**src/rtl/pp_tracker_pkg.sv**
```systemverilog
package pp_tracker_pkg;

  typedef enum logic [1:0] {
    KIND_CTRL = 2'd0,
    KIND_ISOC = 2'd1,
    KIND_SYNC = 2'd2,
    KIND_RSVD = 2'd3
  } chan_kind_e;

  localparam int unsigned HALVES      = 2;
  localparam int unsigned HALF_STRIDE = 16;
  localparam int unsigned OFS_W       = 5;

endpackage

```
**src/rtl/pp_size_check.sv**
```systemverilog
module pp_size_check
  import pp_tracker_pkg::*;
#(
  parameter int SIZE_W = 14,
  parameter int FCNT_W = 3,
  parameter int CA_MAX = 2048,
  parameter int IS_MAX = 8192
) (
  input  chan_kind_e          kind,
  input  logic [SIZE_W-1:0]   size,
  input  logic [SIZE_W-1:0]   pkt_len,
  input  logic [SIZE_W-1:0]   bpf,
  input  logic [FCNT_W-1:0]   fcnt,
  output logic                legal
);

  localparam int UNIT_W = SIZE_W + (1 << FCNT_W) - 1;
  localparam int WIDE_W = UNIT_W + 1;

  logic [WIDE_W-1:0] size_w;
  logic [WIDE_W-1:0] pkt_w;
  logic [WIDE_W-1:0] pkt_div;
  logic [WIDE_W-1:0] two_pkt;
  logic [WIDE_W-1:0] unit_w;
  logic [WIDE_W-1:0] unit_div;
  logic              nonzero;
  logic              ca_ok;
  logic              is_ok;
  logic              sy_ok;

  always_comb begin
    size_w   = WIDE_W'(size);
    pkt_w    = WIDE_W'(pkt_len);
    pkt_div  = (pkt_w == '0) ? WIDE_W'(1) : pkt_w;
    two_pkt  = pkt_w << 1;
    unit_w   = WIDE_W'(bpf) << fcnt;
    unit_div = (unit_w == '0) ? WIDE_W'(1) : unit_w;
    nonzero  = (size != '0);

    // control/async: bounded by the short descriptor length field
    ca_ok = nonzero && (size_w <= WIDE_W'(CA_MAX));

    // isochronous: whole packets, at least two of them
    is_ok = nonzero && (pkt_w != '0) && (size_w <= WIDE_W'(IS_MAX)) &&
            (size_w >= two_pkt) && ((size_w % pkt_div) == '0);

    // synchronous: whole frame groups, at least one of them
    sy_ok = nonzero && (unit_w != '0) && (size_w <= WIDE_W'(IS_MAX)) &&
            ((size_w % unit_div) == '0);

    unique case (kind)
      KIND_CTRL: legal = ca_ok;
      KIND_ISOC: legal = is_ok;
      KIND_SYNC: legal = sy_ok;
      default:   legal = 1'b0;
    endcase
  end

  // zero-size buffer can never be legal
  always_comb begin
    if (size == '0) begin
      p_zero_size_r4: assert (!legal);
    end
  end

endmodule

```
**src/rtl/pp_ring_ctrl.sv**
```systemverilog
module pp_ring_ctrl
  import pp_tracker_pkg::*;
#(
  parameter int SIZE_W = 14,
  parameter int CNT_W  = 4
) (
  input  logic               clk,
  input  logic               rst_n,
  input  logic               enq_valid,
  input  logic [SIZE_W-1:0]  enq_size,
  input  logic               size_ok,
  input  logic               svc_dec,
  input  logic               cmp_req,
  input  logic [HALVES-1:0]  hw_done,
  output logic               enq_ready,
  output logic [1:0]         level,
  output logic               desc_arm,
  output logic               desc_half,
  output logic [OFS_W-1:0]   desc_bit_ofs,
  output logic [SIZE_W-1:0]  desc_len_m1,
  output logic               cmp_ack,
  output logic               cmp_half,
  output logic [CNT_W-1:0]   req_cnt_nxt,
  output logic               err_ovf,
  output logic               err_size
);

  logic             fill_idx;
  logic             drain_idx;
  logic [CNT_W-1:0] req_cnt;
  logic             take;
  logic             enq_acc;
  logic             cmp_acc;
  logic [1:0]       level_nxt;

  always_comb begin
    enq_ready   = (level < 2'd2);
    take        = enq_valid && enq_ready;
    enq_acc     = take && size_ok;
    cmp_acc     = cmp_req && hw_done[drain_idx];
    req_cnt_nxt = req_cnt + CNT_W'(cmp_acc);
    level_nxt   = level + 2'(enq_acc) - 2'(svc_dec);
  end

  assign desc_bit_ofs = OFS_W'(desc_half) * OFS_W'(HALF_STRIDE);

  // fill side: arm the next half on each accepted buffer
  always_ff @(posedge clk) begin
    if (!rst_n) begin
      fill_idx    <= 1'b0;
      level       <= 2'd0;
      desc_arm    <= 1'b0;
      desc_half   <= 1'b0;
      desc_len_m1 <= '0;
      err_ovf     <= 1'b0;
      err_size    <= 1'b0;
    end else begin
      level    <= level_nxt;
      desc_arm <= enq_acc;
      err_ovf  <= enq_valid && !enq_ready;
      err_size <= take && !size_ok;
      if (enq_acc) begin
        desc_half   <= fill_idx;
        desc_len_m1 <= enq_size - SIZE_W'(1);
        fill_idx    <= ~fill_idx;
      end
    end
  end

  // drain side: acknowledge the half whose done flag is up
  always_ff @(posedge clk) begin
    if (!rst_n) begin
      drain_idx <= 1'b0;
      req_cnt   <= '0;
      cmp_ack   <= 1'b0;
      cmp_half  <= 1'b0;
    end else begin
      cmp_ack <= cmp_acc;
      req_cnt <= req_cnt_nxt;
      if (cmp_acc) begin
        cmp_half  <= drain_idx;
        drain_idx <= ~drain_idx;
      end
    end
  end

  p_level_max_r2: assert property (@(posedge clk) disable iff (!rst_n)
    level <= 2'd2);

  p_ovf_hold_r2: assert property (@(posedge clk) disable iff (!rst_n)
    (enq_valid && !enq_ready && !svc_dec) |=> (level == $past(level)) && !desc_arm);

  p_fill_toggle_r3: assert property (@(posedge clk) disable iff (!rst_n)
    (enq_valid && enq_ready && size_ok) |=> (fill_idx != $past(fill_idx)) && desc_arm);

  p_arm_ready_r3: assert property (@(posedge clk) disable iff (!rst_n)
    desc_arm |-> $past(enq_ready));

  p_drain_hold_r8: assert property (@(posedge clk) disable iff (!rst_n)
    (cmp_req && !hw_done[drain_idx]) |=> !cmp_ack && (drain_idx == $past(drain_idx)));

endmodule

```
**src/rtl/pp_svc_count.sv**
```systemverilog
module pp_svc_count #(
  parameter int CNT_W  = 4,
  parameter int DONE_W = 8
) (
  input  logic              clk,
  input  logic              rst_n,
  input  logic              svc_req,
  input  logic [CNT_W-1:0]  req_cnt_nxt,
  input  logic [1:0]        level,
  input  logic              det_valid,
  input  logic [DONE_W-1:0] det_num,
  output logic              svc_dec,
  output logic [DONE_W-1:0] done_cnt,
  output logic              err_udf
);

  logic [CNT_W-1:0]  svc_cnt;
  logic              svc_try;
  logic              svc_udf;
  logic              det_ok;
  logic              det_udf;
  logic [DONE_W-1:0] done_nxt;

  always_comb begin
    // compared against the count including this cycle's acknowledge
    svc_try  = svc_req && (svc_cnt != req_cnt_nxt);
    svc_dec  = svc_try && (level != 2'd0);
    svc_udf  = svc_try && (level == 2'd0);
    det_ok   = det_valid && (det_num <= done_cnt);
    det_udf  = det_valid && !det_ok;
    done_nxt = done_cnt + DONE_W'(svc_dec) - (det_ok ? det_num : '0);
  end

  always_ff @(posedge clk) begin
    if (!rst_n) begin
      svc_cnt  <= '0;
      done_cnt <= '0;
      err_udf  <= 1'b0;
    end else begin
      if (svc_try) svc_cnt <= svc_cnt + CNT_W'(1);
      done_cnt <= done_nxt;
      err_udf  <= svc_udf || det_udf;
    end
  end

  p_level_zero_keep_r9: assert property (@(posedge clk) disable iff (!rst_n)
    (level == 2'd0 && !det_valid) |=> done_cnt == $past(done_cnt));

  p_det_over_r10: assert property (@(posedge clk) disable iff (!rst_n)
    (det_valid && det_num > done_cnt && !svc_dec) |=> (done_cnt == $past(done_cnt)) && err_udf);

endmodule

```
**src/rtl/pp_chan_tracker.sv**
```systemverilog
module pp_chan_tracker
  import pp_tracker_pkg::*;
#(
  parameter int SIZE_W = 14,
  parameter int FCNT_W = 3,
  parameter int CA_MAX = 2048,
  parameter int IS_MAX = 8192,
  parameter int CNT_W  = 4,
  parameter int DONE_W = 8
) (
  input  logic              clk,
  input  logic              rst_n,
  input  logic [1:0]        cfg_kind,
  input  logic [SIZE_W-1:0] cfg_pkt_len,
  input  logic [SIZE_W-1:0] cfg_bpf,
  input  logic [FCNT_W-1:0] cfg_fcnt,
  input  logic              enq_valid,
  input  logic [SIZE_W-1:0] enq_size,
  output logic              enq_ready,
  output logic              desc_arm,
  output logic              desc_half,
  output logic [4:0]        desc_bit_ofs,
  output logic [SIZE_W-1:0] desc_len_m1,
  input  logic [1:0]        hw_done,
  input  logic              cmp_req,
  output logic              cmp_ack,
  output logic              cmp_half,
  input  logic              svc_req,
  input  logic              det_valid,
  input  logic [DONE_W-1:0] det_num,
  output logic [DONE_W-1:0] done_cnt,
  output logic [1:0]        fill_level,
  output logic              err_ovf,
  output logic              err_size,
  output logic              err_udf
);

  logic             size_ok;
  logic             svc_dec;
  logic [CNT_W-1:0] req_cnt_nxt;
  logic             udf_pulse;

  pp_size_check #(
    .SIZE_W(SIZE_W), .FCNT_W(FCNT_W), .CA_MAX(CA_MAX), .IS_MAX(IS_MAX)
  ) u_size (
    .kind    (chan_kind_e'(cfg_kind)),
    .size    (enq_size),
    .pkt_len (cfg_pkt_len),
    .bpf     (cfg_bpf),
    .fcnt    (cfg_fcnt),
    .legal   (size_ok)
  );

  pp_ring_ctrl #(
    .SIZE_W(SIZE_W), .CNT_W(CNT_W)
  ) u_ring (
    .clk          (clk),
    .rst_n        (rst_n),
    .enq_valid    (enq_valid),
    .enq_size     (enq_size),
    .size_ok      (size_ok),
    .svc_dec      (svc_dec),
    .cmp_req      (cmp_req),
    .hw_done      (hw_done),
    .enq_ready    (enq_ready),
    .level        (fill_level),
    .desc_arm     (desc_arm),
    .desc_half    (desc_half),
    .desc_bit_ofs (desc_bit_ofs),
    .desc_len_m1  (desc_len_m1),
    .cmp_ack      (cmp_ack),
    .cmp_half     (cmp_half),
    .req_cnt_nxt  (req_cnt_nxt),
    .err_ovf      (err_ovf),
    .err_size     (err_size)
  );

  pp_svc_count #(
    .CNT_W(CNT_W), .DONE_W(DONE_W)
  ) u_svc (
    .clk         (clk),
    .rst_n       (rst_n),
    .svc_req     (svc_req),
    .req_cnt_nxt (req_cnt_nxt),
    .level       (fill_level),
    .det_valid   (det_valid),
    .det_num     (det_num),
    .svc_dec     (svc_dec),
    .done_cnt    (done_cnt),
    .err_udf     (udf_pulse)
  );

  assign err_udf = udf_pulse;

  // acknowledge and service in one cycle drain a single buffer fully
  p_same_cycle_r11: assert property (@(posedge clk) disable iff (!rst_n)
    (fill_level == 2'd1 && cmp_req && hw_done == 2'b11 && svc_req && !enq_valid)
      |=> cmp_ack && (fill_level == 2'd0));

endmodule

```
**config.mk**
```make
export PLATFORM = sky130hd
export DESIGN_NAME = pp_chan_tracker
export DESIGN_NICKNAME = d
export VERILOG_FILES = /design/src/rtl/pp_tracker_pkg.sv /design/src/rtl/pp_size_check.sv /design/src/rtl/pp_ring_ctrl.sv /design/src/rtl/pp_svc_count.sv /design/src/rtl/pp_chan_tracker.sv
export SDC_FILE = /design/constraint.sdc
export NUM_CORES = 1
export LEC_CHECK = 0
export BUFFER_PORTS_ARGS = -buffer_cell sky130_fd_sc_hd__clkbuf_2
export CELL_PAD_IN_SITES_DETAIL_PLACEMENT = 0
export CELL_PAD_IN_SITES_GLOBAL_PLACEMENT = 1
export CORE_ASPECT_RATIO = 0.75
export CORE_MARGIN = 2
export CORE_UTILIZATION = 35
export DETAILED_ROUTE_END_ITERATION = 6
export PLACE_DENSITY_LB_ADDON = 0.1
export SLEW_MARGIN = 20
export SYNTH_ARGS = -nofsm -noshare
export SYNTH_HDL_FRONTEND = slang
export SYNTH_SLANG_ARGS = --single-unit
```
**constraint.sdc**
```tcl
create_clock -name clk -period 80.7 [get_ports clk]
set_input_delay 4.035 -clock clk [delete_from_list [all_inputs] [get_ports clk]]
set_output_delay 4.035 -clock clk [all_outputs]
set_load 0.05 [all_outputs]
```
Word level (Yosys, flattened, before mapping)
Index checks and enable logic that the tools add are counted.

Register bits after elaboration: 41. Bits of input ports: 63. Logic and storage cells: 73. Output and inout port bits: 37.

Eq/ne operators: 3. Div/mod/pow operators: 2. Reductions and logical operators: 32. Multiplexer cells: 6. Add/sub/neg operators: 7. Shift-type cells: 1. Magnitude comparators: 6. Bitwise gates (word level): 2.

Operators by type and width (count): 22-bit zero test (3); 14-bit by 22-bit remainder unit with 22-bit output (2); 14-bit nonzero test (2); 22-bit two-way mux (1); 22-bit nonzero test (1); 14-bit by 3-bit << shifter with 22-bit output (1); 1-bit logical AND (18); 14-bit by 15-bit >= comparator with 1-bit output (1); 14-bit by 12-bit <= comparator with 1-bit output, second input constant (1); 14-bit <= comparator, second input constant (1); 14-bit zero test (1); 14-bit two-way mux (1); 14-bit by 1-bit subtractor with 14-bit output, second input constant (1); 8-bit by 1-bit adder with 8-bit output (1); 8-bit <= comparator (1); 8-bit two-way mux (1); 8-bit subtractor (1); 4-bit by 1-bit adder with 4-bit output (1); 4-bit by 1-bit adder with 4-bit output, second input constant (1); 2-bit zero test (2); 4-bit != test (1); 1-bit zero test (3); 1-bit case mux with 3 select lines (1); 2-bit by 1-bit adder with 2-bit output (1); 9 further kinds (11).

Longest topological paths before layout
Word-level depth: 10. Mapped depth: 292. Depth with buffers taken out: 278.

Modules after synthesis
A second synthesis with hierarchy kept.

Cell total of the unflattened synthesis: 3634. Area total of the unflattened synthesis: 26728.1 um^2.

Modules (own cells, without submodules): pp_size_check (cells each 3373, seq. area each 0.0 um^2, area an instance 24343.3 um^2, instances 1); pp_ring_ctrl (cells each 134, seq. area each 560.5 um^2, area an instance 1260.0 um^2, instances 1); pp_svc_count (cells each 127, seq. area each 260.2 um^2, area an instance 1124.8 um^2, instances 1).

Worst setup path before layout
No wires, ideal clock.

Path type: input -> register. Start point: input port cfg_fcnt[1]. End point: register u_ring.level[1]. Stages: 282. Library setup time: 0.115 ns. Path slack: 20.735 ns. Arrival: 59.850 ns. Path buffers: 20. Data required time: 80.585 ns. Cell sequence: buf_2 buf_1 clkbuf_1 mux4_2 mux2i_1 and3_1 nand2_1 clkbuf_1 or2_2 nor2_1 inv_1 and2_1 ha_1 o21a_1 o21a_1 o221a_2 and3_1 ha_1 [... 246 more ...] a21boi_0 o21ai_0 a21oi_1 o21ai_0 nand2b_1 o21ai_0 nand2b_1 nor4_1 nand2_1 nor4_1 a31o_2 o211ai_4 nor2_8 buf_8 ha_1 xnor2_1 xnor2_1 and2_1.

Word-level cells in the longest chain between the ends: 10. Elaborated cells on any way between the ends: 13. Those cells by class: add/sub (2); div (1); shift (1); mux (2); reduce/logical (7).

RTL lines: start, declared (line pp_chan_tracker.sv:16) `input logic [FCNT_W-1:0] cfg_fcnt,`; 14-bit by 3-bit << shifter with 22-bit output * (line pp_size_check.sv:36) `unit_w = WIDE_W'(bpf) << fcnt;`; 22-bit zero test (line pp_size_check.sv:37) `unit_div = (unit_w == '0) ? WIDE_W'(1) : unit_w;`; 22-bit two-way mux (line pp_size_check.sv:37); 14-bit by 22-bit remainder unit with 22-bit output (line pp_size_check.sv:49) `((size_w % unit_div) == '0);`; 22-bit zero test (line pp_size_check.sv:49); 1-bit logical AND * (line pp_size_check.sv:48) `sy_ok = nonzero && (unit_w != '0) && (size_w <= WIDE_W'(IS_MAX)) &&`; 1-bit case mux with 3 select lines * (line pp_size_check.sv:51) `unique case (kind)`; 1-bit logical AND * (line pp_ring_ctrl.sv:39) `enq_acc = take && size_ok;`; named net u_ring.enq_acc (line pp_ring_ctrl.sv:32) `logic enq_acc;`; 2-bit by 1-bit adder with 2-bit output * (line pp_ring_ctrl.sv:42) `level_nxt = level + 2'(enq_acc) - 2'(svc_dec);`; 2-bit by 1-bit subtractor with 2-bit output * (line pp_ring_ctrl.sv:42); end signal, assigned (line pp_ring_ctrl.sv:58) `level <= level_nxt;`; end, declared (line pp_ring_ctrl.sv:16) `output logic [1:0] level,`.

Mark *: on every way through the listed nets, which the timed path passes. The rest lies on a longest branch. A chain may end at the register's enable or synchronous reset.

Worst setup path in the final report
Start point: input port cfg_fcnt[0]. End point: register u_ring.level[1].

Word-level cells in the longest chain between the ends: 10. Elaborated cells on any way between the ends: 13. Those cells by class: add/sub (2); div (1); shift (1); mux (2); reduce/logical (7).

RTL lines (line): 14-bit by 3-bit << shifter with 22-bit output * (pp_size_check.sv:36); 22-bit zero test (pp_size_check.sv:37); 22-bit two-way mux (pp_size_check.sv:37); 14-bit by 22-bit remainder unit with 22-bit output (pp_size_check.sv:49); 22-bit zero test (pp_size_check.sv:49); 1-bit logical AND * (pp_size_check.sv:48); 1-bit case mux with 3 select lines * (pp_size_check.sv:51); 1-bit logical AND * (pp_ring_ctrl.sv:39); 2-bit by 1-bit adder with 2-bit output * (pp_ring_ctrl.sv:42); 2-bit by 1-bit subtractor with 2-bit output * (pp_ring_ctrl.sv:42).

Every way passes the cells marked *; elsewhere a longest branch is shown, timed or not.

==> Implementation_results.wiki <==
{| class="wikitable"
! Metric !! Value
|-
| Flop and latch count out of synthesis || 41
|-
| Cts repair resizes || 0
|-
| Cell area after placement || 0.0296 mm^2
|-
| Type of the worst setup path || in2reg
|-
| CTS sink count || 41
|-
| Leading cell types by total area after synthesis || sky130_fd_sc_hd__ha_1 (23%), sky130_fd_sc_hd__o21a_1 (5.2%), sky130_fd_sc_hd__nor2_1 (4.9%), sky130_fd_sc_hd__mux2_2 (4.7%), sky130_fd_sc_hd__a21oi_1 (4.3%)
|-
| Setup repair after global routing missed its margin || false
|-
| Number of synthesized flops with an enable pin || 0
|-
| Clock slew seen by the registers of the worst setup and hold paths || 0.07 ns
|-
| WHS Endpoint || u_ring.desc_len_m1[12]$_SDFFE_PN0P_
|-
| NumNets Final || 4507
|-
| Register area share after synthesis || 2.95%
|-
| Post-Place Cells || 4970
|-
| CP Capture Type || flip-flop
|-
| Final max-slew violation count || 0
|-
| Weighted congestion reported at the end of routability-driven placement || 0.894
|-
| VDD IR-drop max || 29.4 uV
|-
| Total power || 0.902 mW
|-
| Reg-to-reg critical path endpoint || u_svc.done_cnt[7]$_SDFF_PN0_
|-
| Register-to-register path setup slack || 76.11 ns
|-
| CTS Hold Buffers Added || 0
|-
| Slowest cell delay on critical path || 0.82 ns
|-
| Critical Path Fanout Max || 23
|-
| Pin count of the biggest net entering global routing || 41
|-
| Global routing met2 resource utilization || 33.3%
|-
| Total Neg Setup Slack || 0 ns
|-
| CTS buffer count || 5
|-
| Met3 Track Usage GR || 4.19%
|-
| Number of maximum-capacitance violations || 0
|-
| Sort of element at the start of the critical path || primary input
|-
| Number of hold violations in the final report || 0
|-
| CTS Root Buffer Type || sky130_fd_sc_hd__clkbuf_16
|-
| Depth of the worst register-to-register path || 23
|-
| Worst clock skew on the final layout || 0.00378 ns
|-
| Fraction of synthesized cell area taken by the top area cell type || 23.0%
|-
| Number of setup buffers added after CTS || 0
|-
| Maximum buffer depth of the clock tree || 2
|-
| Average via count per standard cell || 5.75
|-
| Global-route wire length before repair || 154000 um
|-
| Final instance area || 0.0297 mm^2
|-
| Number of levels in the clock H-tree || 2
|-
| Total vias in the final route || 28621
|-
| Core ar. || 0.0786 mm^2
|-
| Post-detailed-route count of antenna-violating nets || 0
|-
| Die Span X || 329 um
|-
| Final routed DRC violation total || 0
|-
| Yosys Warn Count || 0
|-
| Post-layout minimum cycle time || 67.64 ns
|-
| Largest area contributor in the synthesized netlist || sky130_fd_sc_hd__ha_1
|-
| Type of the most critical hold path || reg2reg
|-
| Crit path required time || 80.88 ns
|-
| Clock latency on the worst-skew pair || 0.29 ns
|-
| Power Density || 30.3 mW/mm^2
|-
| Vertical extent of the die || 248 um
|-
| Period utilization || 83.8%
|-
| Total congestion overflow || 0
|-
| Number of port buffers || 95
|-
| Worst Tran Pin Value || 1.20 ns
|-
| Via count of the first global-routing pass || 25913
|-
| Fraction of met1 tracks used by global routing || 37.6%
|-
| Number of distinct library cells after synthesis || 125
|-
| Synthesized area divided by synthesized cell count || 7.18 um^2
|-
| Launch instance of the worst min-delay path || u_ring.desc_len_m1[12]$_SDFFE_PN0P_
|-
| Synthesis-to-layout area growth || 7.02%
|-
| Hold Path Cell Cnt || 2
|-
| CP Data Arrival Time || 67.82 ns
|-
| Result of the run || finished clean
|-
| Mapped Cells || 3872
|-
| Rel. slew slack || 19.1%
|-
| Maximum clock rate || 0.0148 GHz
|-
| Number of fill cells || 8447
|-
| Antenna violations before repair || 2
|-
| Cell type of the slowest stage on the worst timing path || sky130_fd_sc_hd__a21oi_1
|-
| Most used routing layer || met1
|-
| Average detailed-routed wire length per instance || 20.0 um
|-
| Initial standard-cell utilization of the core || 35.4%
|-
| Number of failing setup endpoints in the final timing report || 0
|-
| Fin cells || 4979
|-
| Total Wirelength || 99700 um
|-
| Cell area after synthesis || 0.0278 mm^2
|-
| Static leakage power || 14.0 nW
|-
| Top-Level Pins || 100
|-
| Min Hold Slack || 0.486 ns
|-
| Cell seen most often among critical-path stages || sky130_fd_sc_hd__o21a_1
|-
| Floorplan die area || 0.0817 mm^2
|-
| Top_reg_cell synth || sky130_fd_sc_hd__dfxtp_1
|-
| CTS tree || yes
|-
| Share of final-layout standard cells stronger than drive strength 1 || 10.4%
|-
| Worst reg2reg path startpoint || u_svc.done_cnt[1]$_SDFF_PN0_
|-
| Number of rows created at floorplan || 89
|-
| HPWL Detailed || 81400 um
|-
| Number of iterations in the first detailed-routing pass || 5
|-
| Global-route total usage across every layer || 23.8%
|-
| DRC violation total after the first TritonRoute iteration || 2005
|-
| Async set-or-reset flop fraction in the synthesized netlist || 0%
|}
cells in the mapped netlist (12+ instances only):
cell type and count:
sky130_fd_sc_hd__a211o_1 17, sky130_fd_sc_hd__a211oi_1 25, sky130_fd_sc_hd__a21boi_0 36, sky130_fd_sc_hd__a21o_1 93, sky130_fd_sc_hd__a21oi_1 239, sky130_fd_sc_hd__a22oi_1 12
sky130_fd_sc_hd__a31oi_1 42, sky130_fd_sc_hd__and2_1 39, sky130_fd_sc_hd__and3_1 40, sky130_fd_sc_hd__and4_1 12, sky130_fd_sc_hd__clkbuf_1 81, sky130_fd_sc_hd__dfxtp_1 41
sky130_fd_sc_hd__ha_1 510, sky130_fd_sc_hd__inv_1 224, sky130_fd_sc_hd__mux2_2 117, sky130_fd_sc_hd__mux2i_1 54, sky130_fd_sc_hd__nand2_1 293, sky130_fd_sc_hd__nand2b_1 49
sky130_fd_sc_hd__nand3_1 86, sky130_fd_sc_hd__nand4_1 49, sky130_fd_sc_hd__nor2_1 363, sky130_fd_sc_hd__nor2b_1 48, sky130_fd_sc_hd__nor3_1 208, sky130_fd_sc_hd__nor3b_1 13
sky130_fd_sc_hd__nor4_1 27, sky130_fd_sc_hd__o2111ai_1 13, sky130_fd_sc_hd__o211a_1 18, sky130_fd_sc_hd__o211ai_1 26, sky130_fd_sc_hd__o21a_1 191, sky130_fd_sc_hd__o21ai_0 228
sky130_fd_sc_hd__o21ai_1 12, sky130_fd_sc_hd__o21bai_1 17, sky130_fd_sc_hd__o221ai_1 17, sky130_fd_sc_hd__o31a_1 13, sky130_fd_sc_hd__o31ai_1 31, sky130_fd_sc_hd__or2_2 37
sky130_fd_sc_hd__or3_1 67, sky130_fd_sc_hd__xnor2_1 134, sky130_fd_sc_hd__xor2_1 76
cells by family (layout without fill, tap and decap cells):
family	count (synthesis)	after routing	share of synthesized area (%)
and+or+nand+nor	1396	1396	25.2
AOI/OAI and AO/OA	1182	1182	29.2
adders and majority gates	513	513	23.2
buffers and inverters	340	381	4.87
xor gates and xnor gates	210	210	6.62
muxes	189	189	7.97
DFF	41	41	2.95
other	1	21	0.0135
registers in the layout (all words and copies together) (netlist names):
name	flops
u_ring.desc_len_m1	14
u_svc.done_cnt	8
u_ring.req_cnt	4
u_svc.svc_cnt	4
u_ring.level	2
u_ring.cmp_ack	1
u_ring.cmp_half	1
u_ring.desc_arm	1
u_ring.desc_half	1
u_ring.drain_idx	1
u_ring.err_ovf	1
u_ring.err_size	1
u_ring.fill_idx	1
u_svc.err_udf	1
final cells by class:
cell class              count  area, um^2  share of cell area, %
repair buffers            147         866                   2.91
inverters                 226         848                   2.85
flip-flops and latches     41         821                   2.76
clock inverters             3        28.8                 0.0967
diodes                      1        2.50                0.00841
multi-input cells        3510       25700                   86.6
well taps                1046        1310                   4.40
clock buffers               5         125                  0.421
where the power goes:
part	switching [mW]	internal, mW	leakage (nW)
registers	0.00571	0.0257	0.335
logic	0.506	0.343	13.5
clock network	0.00961	0.0119	0.0767
total	0.521	0.381	14.0
layer usage:
layer / part of all wire (%) / wire length [um]
met2: 38 / 37800
met3: 6.7 / 6680
met5: 0 / 0
met4: 1.3 / 1280
met1: 54 / 53900
metrics by stage:
stage | util [%] | worst slack, ns
after floorplan | - | 20.73
after global placement | 37.6 | 15.16
after detailed placement | 37.6 | 13.91
after CTS | 37.8 | 13.93
after global routing | 37.8 | 6.42
final | 37.8 | 13.06
worst max-delay path: cells and delay by family:
| family | cells | cell delay, ns |
|---|---|---|
| adder cells (fa/ha/maj) | 21 | 5.98 |
| multiplexers | 10 | 3.68 |
| AO/OA/AOI/OAI | 202 | 44.10 |
| buffers and inverters | 9 | 2.08 |
| AND/OR/NAND/NOR | 31 | 7.62 |
| XOR/XNOR | 2 | 0.21 |
layout by cell type (no fill, tap or decap), types with 40 or more instances in the layout:
| cell | count |
|---|---|
| sky130_fd_sc_hd__ha_1 | 510 |
| sky130_fd_sc_hd__nor2_1 | 363 |
| sky130_fd_sc_hd__nand2_1 | 293 |
| sky130_fd_sc_hd__a21oi_1 | 238 |
| sky130_fd_sc_hd__o21ai_0 | 228 |
| sky130_fd_sc_hd__inv_1 | 224 |
| sky130_fd_sc_hd__nor3_1 | 208 |
| sky130_fd_sc_hd__o21a_1 | 191 |
| sky130_fd_sc_hd__xnor2_1 | 134 |
| sky130_fd_sc_hd__mux2_2 | 117 |
| sky130_fd_sc_hd__clkbuf_2 | 95 |
| sky130_fd_sc_hd__a21o_1 | 93 |
| sky130_fd_sc_hd__nand3_1 | 86 |
| sky130_fd_sc_hd__xor2_1 | 76 |
| sky130_fd_sc_hd__or3_1 | 67 |
| sky130_fd_sc_hd__buf_4 | 52 |
| sky130_fd_sc_hd__mux2i_1 | 50 |
| sky130_fd_sc_hd__nand4_1 | 49 |
| sky130_fd_sc_hd__nand2b_1 | 49 |
| sky130_fd_sc_hd__nor2b_1 | 48 |
| sky130_fd_sc_hd__a31oi_1 | 41 |
| sky130_fd_sc_hd__dfxtp_1 | 41 |
| sky130_fd_sc_hd__and3_1 | 40 |
worst max path at each step:
stage                     depth (start not counted)                    endpoint        start
after floorplan                                 282  u_ring.level[1]$_SDFF_PN0_  cfg_fcnt[1]
after global placement                          276  u_ring.level[1]$_SDFF_PN0_  cfg_fcnt[0]
after detailed placement                        275  u_ring.level[1]$_SDFF_PN0_  cfg_fcnt[0]
after CTS                                       275  u_ring.level[1]$_SDFF_PN0_  cfg_fcnt[0]
after global routing                            276  u_ring.level[1]$_SDFF_PN0_  cfg_fcnt[0]
final                                           275  u_ring.level[1]$_SDFF_PN0_  cfg_fcnt[0]
Power figures use the tool's default switching activity.
